[config.mk]
export PLATFORM = sky130hd
export DESIGN_NAME = uart_int_ident
export DESIGN_NICKNAME = d
export VERILOG_FILES = /design/src/rtl/uart_irq_pkg.sv /design/src/rtl/uart_irq_flag.sv /design/src/rtl/uart_irq_prio.sv /design/src/rtl/uart_irq_status.sv /design/src/rtl/uart_int_ident.sv
export SDC_FILE = /design/constraint.sdc
export NUM_CORES = 1
export LEC_CHECK = 0
export ABC_AREA = 1
export ABC_CLOCK_PERIOD_IN_PS = 950
export BUFFER_PORTS_ARGS = -buffer_cell sky130_fd_sc_hd__buf_4
export CAP_MARGIN = 25
export CORE_MARGIN = 1.5
export CORE_UTILIZATION = 41
export DETAILED_ROUTE_END_ITERATION = 6
export PLACE_DENSITY = 0.69
export SYNTH_ARGS = -nofsm -noshare
export SYNTH_HDL_FRONTEND = slang
export SYNTH_HIERARCHICAL = 1
export SYNTH_SLANG_ARGS = --single-unit
[constraint.sdc]
create_clock -name clk -period 0.95 [get_ports clk]
set_input_delay 0.1425 -clock clk [delete_from_list [all_inputs] [get_ports clk]]
set_output_delay 0.1425 -clock clk [all_outputs]
set_load 0.005 [all_outputs]
[src/rtl/uart_irq_pkg.sv]
package uart_irq_pkg;

   localparam int NUM_SRC = 7;
   localparam int CODE_W  = 6;

   typedef enum logic [2:0] {
      SRC_LSR  = 3'd0,
      SRC_RXD  = 3'd1,
      SRC_RXTO = 3'd2,
      SRC_THRE = 3'd3,
      SRC_MSR  = 3'd4,
      SRC_XOFF = 3'd5,
      SRC_FLOW = 3'd6
   } irq_src_e;

   localparam logic [CODE_W-1:0] CODE_IDLE = 6'b000001;

   // Identification code placed in the low bits of the status word.
   function automatic logic [CODE_W-1:0] src_code(input irq_src_e s);
      case (s)
         SRC_LSR:  src_code = 6'b000110;
         SRC_RXD:  src_code = 6'b000100;
         SRC_RXTO: src_code = 6'b001100;
         SRC_THRE: src_code = 6'b000010;
         SRC_MSR:  src_code = 6'b000000;
         SRC_XOFF: src_code = 6'b010000;
         SRC_FLOW: src_code = 6'b100000;
         default:  src_code = CODE_IDLE;
      endcase
   endfunction

   // Source occupying a priority rank (0 = most urgent).
   function automatic irq_src_e rank_src(input int r, input bit tmo_first);
      case (r)
         0:       rank_src = SRC_LSR;
         1:       rank_src = tmo_first ? SRC_RXTO : SRC_RXD;
         2:       rank_src = tmo_first ? SRC_RXD  : SRC_RXTO;
         3:       rank_src = SRC_THRE;
         4:       rank_src = SRC_MSR;
         5:       rank_src = SRC_XOFF;
         default: rank_src = SRC_FLOW;
      endcase
   endfunction

endpackage

[src/rtl/uart_irq_flag.sv]
module uart_irq_flag #(
   parameter bit SET_WINS = 1'b1
) (
   input  logic clk,
   input  logic rst_n,
   input  logic set_i,
   input  logic clr_i,
   output logic flag_o
);

   logic flag_d;

   generate
      if (SET_WINS) begin : g_set_dom
         always_comb begin
            if (set_i)      flag_d = 1'b1;
            else if (clr_i) flag_d = 1'b0;
            else            flag_d = flag_o;
         end
      end else begin : g_clr_dom
         always_comb begin
            if (clr_i)      flag_d = 1'b0;
            else if (set_i) flag_d = 1'b1;
            else            flag_d = flag_o;
         end
      end
   endgenerate

   always_ff @(posedge clk or negedge rst_n) begin
      if (!rst_n) flag_o <= 1'b0;
      else        flag_o <= flag_d;
   end

endmodule

[src/rtl/uart_irq_prio.sv]
module uart_irq_prio
   import uart_irq_pkg::*;
#(
   parameter int N_SRC     = NUM_SRC,
   parameter bit TMO_FIRST = 1'b0,
   parameter int WORD_W    = 8
) (
   input  logic              clk,
   input  logic              rst_n,
   input  logic [N_SRC-1:0]  req_i,
   input  logic              enh_i,
   input  logic              fifo_i,
   output logic [N_SRC-1:0]  grant_o,
   output logic [WORD_W-1:0] word_o
);

   localparam int FIFO_W = WORD_W - CODE_W;

   initial begin
      if (N_SRC != NUM_SRC) $error("uart_irq_prio: N_SRC must equal %0d", NUM_SRC);
      if (WORD_W != CODE_W + 2) $error("uart_irq_prio: WORD_W must be %0d", CODE_W + 2);
   end

   logic [N_SRC-1:0] req_m;

   always_comb begin
      req_m = req_i;
      if (!enh_i) begin
         req_m[SRC_XOFF] = 1'b0;
         req_m[SRC_FLOW] = 1'b0;
      end
   end

   logic [CODE_W-1:0] code;

   always_comb begin
      grant_o = '0;
      code    = CODE_IDLE;
      for (int r = N_SRC - 1; r >= 0; r--) begin
         if (req_m[rank_src(r, TMO_FIRST)]) begin
            grant_o = '0;
            grant_o[rank_src(r, TMO_FIRST)] = 1'b1;
            code = src_code(rank_src(r, TMO_FIRST));
         end
      end
      word_o = {{FIFO_W{fifo_i}}, code};
   end

   assert_single_grant_R2: assert property (@(posedge clk) disable iff (!rst_n)
      $onehot0(grant_o));

   assert_masked_bits_R6: assert property (@(posedge clk) disable iff (!rst_n)
      !enh_i |-> word_o[5:4] == 2'b00);

   assert_idle_code_R4: assert property (@(posedge clk) disable iff (!rst_n)
      (req_m == '0) |-> word_o[0]);

endmodule

[src/rtl/uart_irq_status.sv]
module uart_irq_status #(
   parameter int                WORD_W    = 8,
   parameter logic [WORD_W-1:0] RST_WORD  = 8'h01
) (
   input  logic              clk,
   input  logic              rst_n,
   input  logic              rd_i,
   input  logic [WORD_W-1:0] word_i,
   output logic [WORD_W-1:0] word_o,
   output logic              irq_o
);

   initial begin
      if (RST_WORD[0] != 1'b1) $error("uart_irq_status: reset word must show no pending source");
   end

   always_ff @(posedge clk or negedge rst_n) begin
      if (!rst_n) begin
         word_o <= RST_WORD;
         irq_o  <= 1'b0;
      end else begin
         irq_o <= ~word_i[0];
         if (!rd_i) word_o <= word_i;
      end
   end

   assert_frozen_read_R9: assert property (@(posedge clk) disable iff (!rst_n)
      rd_i |=> $stable(word_o));

   assert_irq_follows_R10: assert property (@(posedge clk) disable iff (!rst_n)
      !rd_i |=> irq_o == !word_o[0]);

endmodule

[src/rtl/uart_int_ident.sv]
module uart_int_ident
   import uart_irq_pkg::*;
#(
   parameter bit TMO_FIRST = 1'b0,
   parameter int WORD_W    = 8
) (
   input  logic              clk,
   input  logic              rst_n,
   input  logic              fifo_en,
   input  logic              enh_en,
   input  logic              lsr_err,
   input  logic              rx_ready,
   input  logic              rx_timeout,
   input  logic              thr_empty_set,
   input  logic              thr_load,
   input  logic              msr_chg,
   input  logic              xoff_det,
   input  logic              xon_rcvd,
   input  logic              flow_chg,
   input  logic              rd_en,
   output logic [WORD_W-1:0] isr_o,
   output logic              irq_o
);

   localparam logic [WORD_W-1:0] RST_WORD = {{(WORD_W-1){1'b0}}, 1'b1};

   logic thre_q, xoff_q, thre_rd_clr;
   logic [NUM_SRC-1:0] req, grant;
   logic [WORD_W-1:0]  word_nxt;

   assign thre_rd_clr = rd_en && (isr_o[CODE_W-1:0] == src_code(SRC_THRE));

   uart_irq_flag #(.SET_WINS(1'b0)) u_thre (
      .clk(clk), .rst_n(rst_n), .set_i(thr_empty_set),
      .clr_i(thr_load | thre_rd_clr), .flag_o(thre_q));

   uart_irq_flag #(.SET_WINS(1'b1)) u_xoff (
      .clk(clk), .rst_n(rst_n), .set_i(xoff_det),
      .clr_i(xon_rcvd), .flag_o(xoff_q));

   always_comb begin
      req = '0;
      req[SRC_LSR]  = lsr_err;
      req[SRC_RXD]  = rx_ready;
      req[SRC_RXTO] = rx_timeout;
      req[SRC_THRE] = thre_q;
      req[SRC_MSR]  = msr_chg;
      req[SRC_XOFF] = xoff_q;
      req[SRC_FLOW] = flow_chg;
   end

   uart_irq_prio #(.N_SRC(NUM_SRC), .TMO_FIRST(TMO_FIRST), .WORD_W(WORD_W)) u_prio (
      .clk(clk), .rst_n(rst_n), .req_i(req), .enh_i(enh_en), .fifo_i(fifo_en),
      .grant_o(grant), .word_o(word_nxt));

   uart_irq_status #(.WORD_W(WORD_W), .RST_WORD(RST_WORD)) u_stat (
      .clk(clk), .rst_n(rst_n), .rd_i(rd_en), .word_i(word_nxt),
      .word_o(isr_o), .irq_o(irq_o));

   assert_xoff_hold_R7: assert property (@(posedge clk) disable iff (!rst_n)
      (xoff_q && !xon_rcvd) |=> xoff_q);

   assert_xoff_set_R7: assert property (@(posedge clk) disable iff (!rst_n)
      xoff_det |=> xoff_q);

   assert_thre_read_clear_R8: assert property (@(posedge clk) disable iff (!rst_n)
      (rd_en && isr_o[CODE_W-1:0] == 6'b000010) |=> !thre_q);

   assert_thre_kept_R8: assert property (@(posedge clk) disable iff (!rst_n)
      (thre_q && !thr_load && !(rd_en && isr_o[CODE_W-1:0] == 6'b000010)) |=> thre_q);

endmodule

Word level (Yosys, flattened, before mapping). Index checks and enable logic that the tools add are counted.

Flip-flop bits (word level): 10. Input port bits: 14. Output and inout bits: 9. Word-level logic and storage cells: 85.

Equality and inequality tests: 43. Multiplexer cells: 26. Bitwise logic cells: 2. Reductions and logical operators: 10.

Operators by type and width (count): case mux 6 bit (7 select lines) (7); equality test 3 bit (second input constant) (21); equality test 3 x 2 -> 1 bit (second input constant) (14); two-way mux 6 bit (7); equality test 3 x 1 -> 1 bit (second input constant) (7); zero test 3 bit (7); two-way mux 3 bit (7); equality test 6 x 2 -> 1 bit (second input constant) (1); two-way mux 1 bit (4); nonzero test 2 bit (2); two-way mux 2 bit (1); logical AND 1 bit (1); NOT 1 bit (1); OR 1 bit (1).

Longest topological paths before layout. Gate-level depths: netlist of run 1.

Depth in word-level cells: 12. Depth in mapped cells: 7. Mapped depth without buffers: 6.

By module. The synthesis of run 1 kept the hierarchy.

By module, submodules not included: uart_irq_status (times used 1, cells an instance 36, area an instance 335.3 um^2, sequential area each 226.5 um^2); uart_irq_prio (times used 1, cells an instance 29, area an instance 146.4 um^2, sequential area each 0.0 um^2); uart_int_ident (times used 1, cells an instance 12, area an instance 45.0 um^2, sequential area each 0.0 um^2); uart_irq_flag at u_xoff (times used 1, cells an instance 5, area an instance 40.0 um^2, sequential area each 25.0 um^2); uart_irq_flag at u_thre (times used 1, cells an instance 3, area an instance 32.5 um^2, sequential area each 25.0 um^2).

Worst setup path before layout of run 1. Ideal clock, no wire load.

Path type: register to register. Start point: register u_thre.flag_o. End point: register u_stat.word_o[5]. Library setup time: 65 ps. Data arrival time: 825 ps. Data required time: 885 ps. Path slack: 61 ps. Cell stages (with the launch flop): 7. Buffers on the path: 1. Period minus slack after synthesis: 889 ps. Cell sequence: dfrtp_1 > inv_1 > nand3_2 > nor2_2 > buf_4 > nand2_1 > nand2_1.

Longest elaborated chain between the ends: 4.

Ends and longest elaborated chain: from (decl) (RTL line uart_irq_flag.sv:8) `output logic flag_o`; from (signal assigned) (RTL line uart_irq_flag.sv:31) `else flag_o <= flag_d;`; two-way mux 6 bit (4 in series) (RTL line uart_irq_prio.sv:40) `if (req_m[rank_src(r, TMO_FIRST)]) begin`; via word_nxt[5] (RTL line uart_int_ident.sv:29) `logic [WORD_W-1:0] word_nxt;`; to (signal assigned) (RTL line uart_irq_status.sv:23) `if (!rd_i) word_o <= word_i;`; to (decl) (RTL line uart_irq_status.sv:9) `output logic [WORD_W-1:0] word_o,`.

The timed path passes the listed nets, and every way through them passes these cells. A chain may end at the register's enable or synchronous reset.

Worst setup path after layout of run 1.
Start point: register u_stat.word_o[0]. End point: output port isr_o[0].

RTL lines: to (decl) (RTL line uart_int_ident.sv:21) `output logic [WORD_W-1:0] isr_o,`.

No word-level cell between the ends.

==> results of run 1 <==
[sequential cells by signal (all words and copies together), names as in the netlist]
name	flops
u_stat/irq_o	1
u_stat/word_o	8
u_thre/flag_o	1
u_xoff/flag_o	1
[placed cells by master, fill, tap and decap left out]
cell	n
nand2_1	36
buf_4	18
inv_1	12
dfrtp_1	10
buf_6	7
nor2_1	5
nor2_2	4
clkbuf_4	3
nand3_1	3
clkbuf_1	1
dlygate4sd3_1	1
nand2_2	1
nand3_2	1
inv_2	1
dfstp_2	1
[layout make-up]
type                    instances  area (sq um)
fillers                       135           497
flip-flops and latches         11           277
repair buffers                 26           224
multi-input cells              50           210
inverters                      13          48.8
clock buffers                   4          26.3
well taps                      15          18.8
[layer usage]
| metal | global-route usage [%] | part of all wire, % |
|---|---|---|
| met2 | 24.6 | 50 |
| met4 | 10.0 | 0 |
| met5 | 0 | 0 |
| met1 | 17.7 | 47 |
| met3 | 1.67 | 2.7 |
[how the worst max path moves through the flow]
stage          slack (ps)                           end
2_1_floorplan          80     u_thre/flag_o$_DFFE_PN0P_
3_3_place_gp           70  u_stat/word_o[0]$_DFFE_PN1N_
4_1_cts              -100                      isr_o[0]
5_1_grt              -120                      isr_o[0]
3_5_place_dp           50     u_thre/flag_o$_DFFE_PN0P_
6_report              -90                      isr_o[0]
[repair_timing]
item | CTS | global route
setup buffers | 0 | 3
hold endpoints to repair | 11 | 0
setup endpoints to repair | 1 | 10
cloned | 0 | 0
hold buffers | 1 | 0
gates resized for setup | 1 | 9
pin swaps | 0 | 1
[power by group through the flow]
stage | Clock (W) | Combinational, W | Sequential, W
global route | 0.000350 | 0.000215 | 0.000522
finish | 0.000308 | 0.000192 | 0.000518
global placement | 0 | 0.000158 | 0.000522
detailed placement | 0 | 0.000162 | 0.000523
floorplan | 0 | 0.0000774 | 0.000522
CTS | 0.000318 | 0.000166 | 0.000515
[through the flow]
stage                     area, sq um  total power [W]  setup TNS [ps]  utilization, %
after floorplan                   577         0.000599               0               -
after detailed placement          712         0.000685               0            54.7
after global placement            712         0.000680               0            54.7
final                             805          0.00102           -91.2            61.8
after CTS                         752         0.000998           -98.7            57.8
after global routing              805          0.00109            -256            61.8
[worst register-to-register path: stages (launching register included)]
cell and delay (ps):
dfrtp_1 400, inv_1 70, nand3_2 110, nor2_2 120, nand2_1 60, nand2_1 70
==> flow_summary.toml, run 1 <==
[timing]
fin_ws_ps = -91.2
fmax_mhz = 960
hold_viol = 0
tightest_slew_ps = 151
fin_worst_skew_ps = 1.71
fin_crit_ps = 1040
relSlewSlack_pct = 90.0
finalSetupViolCount = 1
hold_ws_ps = 63.0
finalMaxSlewViolations = 0
fin_crit_sh_pct = 110
grt_setup_unrepaired = "yes"

[global_routing]
grt_pass1_wl_um = 1570
grt_pass1_vias = 416
grt_max_degree = 12
antenna_found_initial = 0
overflow = 0
grtUsageTotal_pct = 14.9

[worst_setup_path]
r2r_start = "u_thre/flag_o$_DFFE_PN0P_"
cp.depth = 1
reg2reg_to = "u_stat/word_o[0]$_DFFE_PN1N_"
cp-startpoint = "u_stat/word_o[0]$_DFFE_PN1N_"
end_kind = "output pin"
critPathTopFamily = "flip-flops"
critPathMaxStageDelay_ps = 550
ff2ff_path_depth = 5
crit_chain = "buf_6"
cp_max_fo = 3
crit_path_top_delay_cell = "dfstp_2"
r2r_slack_ps = 50
worst_setup_path_start_kind = "flip-flop"
critPathRequiredTime_ps = 810
worst_ep_arrival_time_ps = 900
timing.critical_path.buf_inv = 1
critPathKind = "flip-flop to output pin"

[placement]
place_inst = 111
place_worst_setup_slack_ps = 50.0
portBuffers = 22
gp_routability_congestion = 0.798
hpwl_um = 810

[detailed_routing]
ant_nets = 0
firstDrtPassIters = 4
routed_wl_um = 1100
num_vias = 516
drtIter0Drc = 12
vias_per_cell = 4.34
route.detailed.drc = 0
wire_per_inst_um = 9.24

[power_and_ir_drop]
pwr-share-clk_pct = 30.2
internal_power_w = 0.000766
comb_power_share_pct = 18.9
p_sw_w = 0.000251
switching_share_pct = 24.7
vdd_drop_max_uv = 669
p_per_area_nw_per_um2 = 1260
p_leak_nw = 0.451
seqPwrFrac_pct = 50.9

[clock_network]
cts_made_buffers = 3
clock_sinks = 11
cts_root_buffer = "clkbuf_4"
cts_tree = "built"
clockBufferDepth = 2
path_clk_slew_ps = 70
clk_latency_ps = 260
ctsHtreeMaxLevel = 1

[job]
cap_viol_max_count = 0

[floorplanning]
coreArea_sq_um = 1300
die_area_sq_um = 1640
row_count = 13
die_h_um = 40.5
die_w_um = 40.5
pin_count = 23
initial_core_util_pct = 44.3

[min_path]
holdPathStages = 3
min_to = "u_xoff/flag_o$_DFFE_PN0P_"
hold_class = "input port to flip-flop"
min-delay-start = "xoff_det"

[layout]
instances_no_fill = 119
drive_gt1_share_pct = 34.6
syn_to_final_growth_pct = 39.5
antenna_cells = 0
final_net_count = 119

[synthesis]
avgSynthCellArea_sq_um = 7.21
synth_nets = 94
synth_warnings = 6
synth_area_sq_um = 577
syn_inst = 80

[run_status]
status = "finished with violations"
violations = "setup timing"
Power figures use the tool's default switching activity.
==> run 2: changes to the inputs <==
--- a/config.mk
+++ b/config.mk
@@ -13,7 +13,9 @@
 export CORE_UTILIZATION = 41
 export DETAILED_ROUTE_END_ITERATION = 6
 export PLACE_DENSITY = 0.69
+export SETUP_SLACK_MARGIN = 0.3
 export SYNTH_ARGS = -nofsm -noshare
 export SYNTH_HDL_FRONTEND = slang
 export SYNTH_HIERARCHICAL = 1
 export SYNTH_SLANG_ARGS = --single-unit
+export TNS_END_PERCENT = 100
==> run 2 against run 1 <==
Compared with the run above:
- the run still ends with setup timing left
- clock power is 1% higher
- non-clock buffer count is 2 higher
- clock skew is 2.0 ps higher
- routed wire length is 0.36% higher
- sequential share of layout area is 1.6 points lower
- via count is 0.19% lower
- total power is 2.2% higher
- highest routed layer is now met4
- worst setup slack worse by 3.7 ps
- die area stayed put
- critical endpoint unchanged
- final cell count is 1.7% higher
- sequential power hardly changed
==> flow_summary.toml, run 2 (synthesis results as in run 1) <==
[detailed_routing]
firstDrtPassIters = 3
num_vias = 515
route.detailed.drc = 0
routed_wl_um = 1100
vias_per_cell = 4.26
ant_nets = 0
drtIter0Drc = 6
wire_per_inst_um = 9.12

[worst_setup_path]
critPathKind = "flip-flop to output pin"
critPathTopFamily = "flip-flops"
critPathMaxStageDelay_ps = 550
crit_path_top_delay_cell = "dfstp_2"
timing.critical_path.buf_inv = 1
worst_setup_path_start_kind = "flip-flop"
cp_max_fo = 2
worst_ep_arrival_time_ps = 900
crit_chain = "buf_6"
critPathRequiredTime_ps = 810
end_kind = "output pin"

[timing]
hold_ws_ps = 51.1
grt_setup_unrepaired = "yes"
fin_worst_skew_ps = 3.70
tightest_slew_ps = 173
fin_crit_sh_pct = 110
hold_viol = 0
finalSetupViolCount = 2
fmax_mhz = 957
relSlewSlack_pct = 88.5
finalMaxSlewViolations = 0
fin_crit_ps = 1040
fin_ws_ps = -94.9

[power_and_ir_drop]
p_leak_nw = 0.471
p_total_w = 0.00104
vdd_drop_max_uv = 690
p_per_area_nw_per_um2 = 1230

[run_status]
status = "finished with violations"
violations = "setup timing"

[floorplanning]
die_area_sq_um = 1640
die_w_um = 40.5
initial_core_util_pct = 44.3
coreArea_sq_um = 1300
die_h_um = 40.5
row_count = 13
pin_count = 23

[layout]
layout_common_cells = "nand2_1 (34), buf_4 (14), buf_6 (13)"
seq_area_sq_um = 277
final_net_count = 121
multi_input_area_sq_um = 213
post-route-util_pct = 64.9
syn_to_final_growth_pct = 46.4
largest_reg_flops = 8
fillers = 127
antenna_cells = 0
largest_register = "u_stat/word_o"
mostFrequentLayoutCell = "nand2_1"
drive_gt1_share_pct = 36.8

[clock_network]
path_clk_slew_ps = 70
cts_tree = "built"
cts_root_buffer = "clkbuf_4"
cts_made_buffers = 3
clock_sinks = 11
ctsHtreeMaxLevel = 1
clockBufferDepth = 2
clk_latency_ps = 260

[placement]
hpwl_um = 785
portBuffers = 22
gp_routability_congestion = 0.715

[job]
cap_viol_max_count = 0

[global_routing]
grt_max_degree = 12
grtUsageTotal_pct = 15.9
grt_pass1_vias = 431
overflow = 0
grt_pass1_wl_um = 1640
antenna_found_initial = 0

[min_path]
hold_class = "input port to flip-flop"
run 2: cell type report:
class                   count  area share, %
flip-flops and latches     11           32.7
repair buffers             28           31.0
multi-input cells          50           25.2
inverters                  13           5.78
clock buffers               4           3.11
well taps                  15           2.22
run 2: through the flow:
step                      setup WS [ps]  setup TNS (ps)  cell area [sq um]  cells
after global placement             40.7               0                712    111
after detailed placement           38.1               0                712    111
after global routing               -187            -360                845    121
after CTS                         -88.2            -153                831    120
after floorplan                     100               0                577     80
final                             -94.9            -183                845    121
run 2: path summary, 6_finish.rpt:
kind                                              start                            to  slack (ps)  cells after the start
max                        u_stat/word_o[0]$_DFFE_PN1N_                      isr_o[0]         -90                      1
min                                            xoff_det     u_xoff/flag_o$_DFFE_PN0P_          50                      3
max reg2reg                u_stat/word_o[0]$_DFFE_PN1N_     u_thre/flag_o$_DFFE_PN0P_         -90                      7
min reg2reg                u_stat/word_o[7]$_DFFE_PN0N_  u_stat/word_o[7]$_DFFE_PN0N_         500                      2
max in group asynchronous                         rst_n  u_stat/word_o[0]$_DFFE_PN1N_         490                      2
min in group asynchronous                         rst_n  u_stat/word_o[4]$_DFFE_PN0N_         240                      2
run 2: power by group:
group | total [W] | leakage (nW) | internal (W) | switching, W
Clock | 0.000312 | 0.0150 | 0.000162 | 0.000150
Sequential | 0.000517 | 0.131 | 0.000495 | 0.0000218
Combinational | 0.000210 | 0.324 | 0.000125 | 0.0000850
run 2: metal layers:
layer / vias to the layer above / part of all wire [%] / global-route usage, %
met1: 223 / 45 / 20.7
met5: - / 0 / 0
met4: 0 / 0.82 / 7.50
met2: 11 / 50 / 23.4
met3: 2 / 4.2 / 5.00
li1: 279 / - / -
run 2: what timing repair did:
action                                 4_1_cts  5_1_grt
setup endpoints to repair                   15       20
endpoints found under the hold margin       11        0
gates resized for setup                     15        2
hold buffers                                 1        0
setup buffers                                4        1
pin swaps                                    4        7
==> run 3: changes to the inputs <==
--- a/config.mk
+++ b/config.mk
@@ -13,6 +13,7 @@
 export CORE_UTILIZATION = 41
 export DETAILED_ROUTE_END_ITERATION = 6
 export PLACE_DENSITY = 0.69
+export RECOVER_POWER = 100
 export SETUP_SLACK_MARGIN = 0.3
 export SYNTH_ARGS = -nofsm -noshare
 export SYNTH_HDL_FRONTEND = slang
==> run 3 against run 2 <==
Compared with the run above:
- the flow still finishes with violations (setup timing)
- cell area down 2.4%
- via count up 0.19%
- critical path depth unchanged
- non-clock buffer count unchanged
- count of clock-buffer cells in the layout unchanged
- total power down 1.1%
- die area unchanged
- routed wire length up 1.2%
- critical path type unchanged
- highest routed layer unchanged
==> flow_summary.toml, run 3 (synthesis results as in run 1) <==
[run_status]
status = "finished with violations"
violations = "setup timing"

[timing]
finalSetupViolCount = 2
fin_crit_ps = 1040
tightest_slew_ps = 586
fin_ws_ps = -91.2
relSlewSlack_pct = 60.9
fmax_mhz = 960
fin_crit_sh_pct = 110
finalMaxSlewViolations = 0
fin_worst_skew_ps = 2.45
grt_setup_unrepaired = "yes"
hold_viol = 0

[worst_setup_path]
crit_path_top_delay_cell = "dfstp_2"
worst_ep_arrival_time_ps = 900
cp.depth = 1
ff2ff_path_depth = 7
critPathRequiredTime_ps = 810
reg2reg_to = "u_thre/flag_o$_DFFE_PN0P_"
r2r_slack_ps = -80
cp_max_fo = 2
critPathMaxStageDelay_ps = 540
cp-endpoint = "isr_o[0]"
timing.critical_path.buf_inv = 1
worst_setup_path_start_kind = "flip-flop"
r2r_start = "u_stat/word_o[0]$_DFFE_PN1N_"
end_kind = "output pin"
critPathKind = "flip-flop to output pin"
cp-startpoint = "u_stat/word_o[0]$_DFFE_PN1N_"
critPathTopFamily = "flip-flops"
crit_chain = "buf_6"

[placement]
portBuffers = 22
place_worst_setup_slack_ps = 38.1
hpwl_um = 785
place_inst = 111
gp_routability_congestion = 0.715

[layout]
mostFrequentLayoutCell = "nand2_1"
layout_common_cells = "nand2_1 (34), buf_4 (13), inv_1 (12)"
syn_to_final_growth_pct = 43.0
largest_register = "u_stat/word_o"
antenna_cells = 0
drive_gt1_share_pct = 32.1
final_net_count = 121
instances_no_fill = 121
largest_reg_flops = 8

[clock_network]
cts_made_buffers = 3
clock_sinks = 11
path_clk_slew_ps = 70
clockBufferDepth = 2
cts_tree = "built"
clk_latency_ps = 260
cts_root_buffer = "clkbuf_4"
ctsHtreeMaxLevel = 1

[floorplanning]
initial_core_util_pct = 44.3
row_count = 13
coreArea_sq_um = 1300
die_w_um = 40.5
die_h_um = 40.5
die_area_sq_um = 1640
pin_count = 23

[min_path]
hold_class = "input port to flip-flop"

[detailed_routing]
ant_nets = 0
vias_per_cell = 4.26
firstDrtPassIters = 4
route.detailed.drc = 0
wire_per_inst_um = 9.22
num_vias = 516
routed_wl_um = 1120
drtIter0Drc = 7

[job]
cap_viol_max_count = 0

[global_routing]
grt_pass1_vias = 431
overflow = 0
grt_pass1_wl_um = 1640
antenna_found_initial = 0
grt_max_degree = 12
grtUsageTotal_pct = 15.9

[power_and_ir_drop]
p_leak_nw = 0.463
p_per_area_nw_per_um2 = 1250
vdd_drop_max_uv = 682
## run 3: cell types whose count changed in the layout (fill, tap and decap cells not counted)
cell,change
clkbuf_1,+1
clkbuf_4,+1
nand3_1,+1
buf_4,-1
nor2_1,+1
dlygate4sd2_1,+2
buf_6,-3
nand3_2,-1
nor2_2,-1
## run 3: where the power goes
part / internal (W) / total [W] / switching [W]
registers: 0.000495 / 0.000515 / 0.0000201
logic: 0.000116 / 0.000200 / 0.0000835
clock network: 0.000162 / 0.000312 / 0.000150
## run 3: through the flow
step                utilization, %  instance area (sq um)  hold slack [ps]  power [W]  TNS [ps]
floorplan                        -                    577             -153   0.000599         0
global placement              54.7                    712            -13.0   0.000679         0
detailed placement            54.7                    712            -17.3   0.000681         0
CTS                           63.8                    831             52.7    0.00105      -153
global route                  63.4                    825             48.0    0.00108      -395
finish                        63.4                    825             51.0    0.00103      -175
## run 3: how the worst min path moves through the flow
stage / cells past startpoint / endpoint / startpoint
floorplan: 0 / u_stat/irq_o$_DFF_PN0_ / rst_n
global placement: 1 / u_thre/flag_o$_DFFE_PN0P_ / rst_n
detailed placement: 1 / u_thre/flag_o$_DFFE_PN0P_ / rst_n
CTS: 3 / u_xoff/flag_o$_DFFE_PN0P_ / xoff_det
global route: 3 / u_xoff/flag_o$_DFFE_PN0P_ / xoff_det
finish: 3 / u_xoff/flag_o$_DFFE_PN0P_ / xoff_det
## run 3: metal layers
metal / share of wire, % / global-route usage, %
met1: 45 / 20.7
met2: 50 / 23.4
met3: 4.4 / 5.00
met4: 0.81 / 7.50
met5: 0 / 0
## run 3: cell type report
| class | count | area [sq um] |
|---|---|---|
| well taps | 15 | 18.8 |
| flip-flops and latches | 11 | 277 |
| multi-input cells | 50 | 205 |
| repair buffers | 28 | 249 |
| clock buffers | 4 | 26.3 |
| fillers | 128 | 477 |
| inverters | 13 | 48.8 |
## run 3: repair_timing
item | CTS | global route
resized for setup | 15 | 2
endpoints found under the setup margin | 15 | 20
hold buffers | 1 | 0
buffers inserted | 4 | 1
pin swaps | 4 | 7
hold endpoints to repair | 11 | 0
cloned | 0 | 0
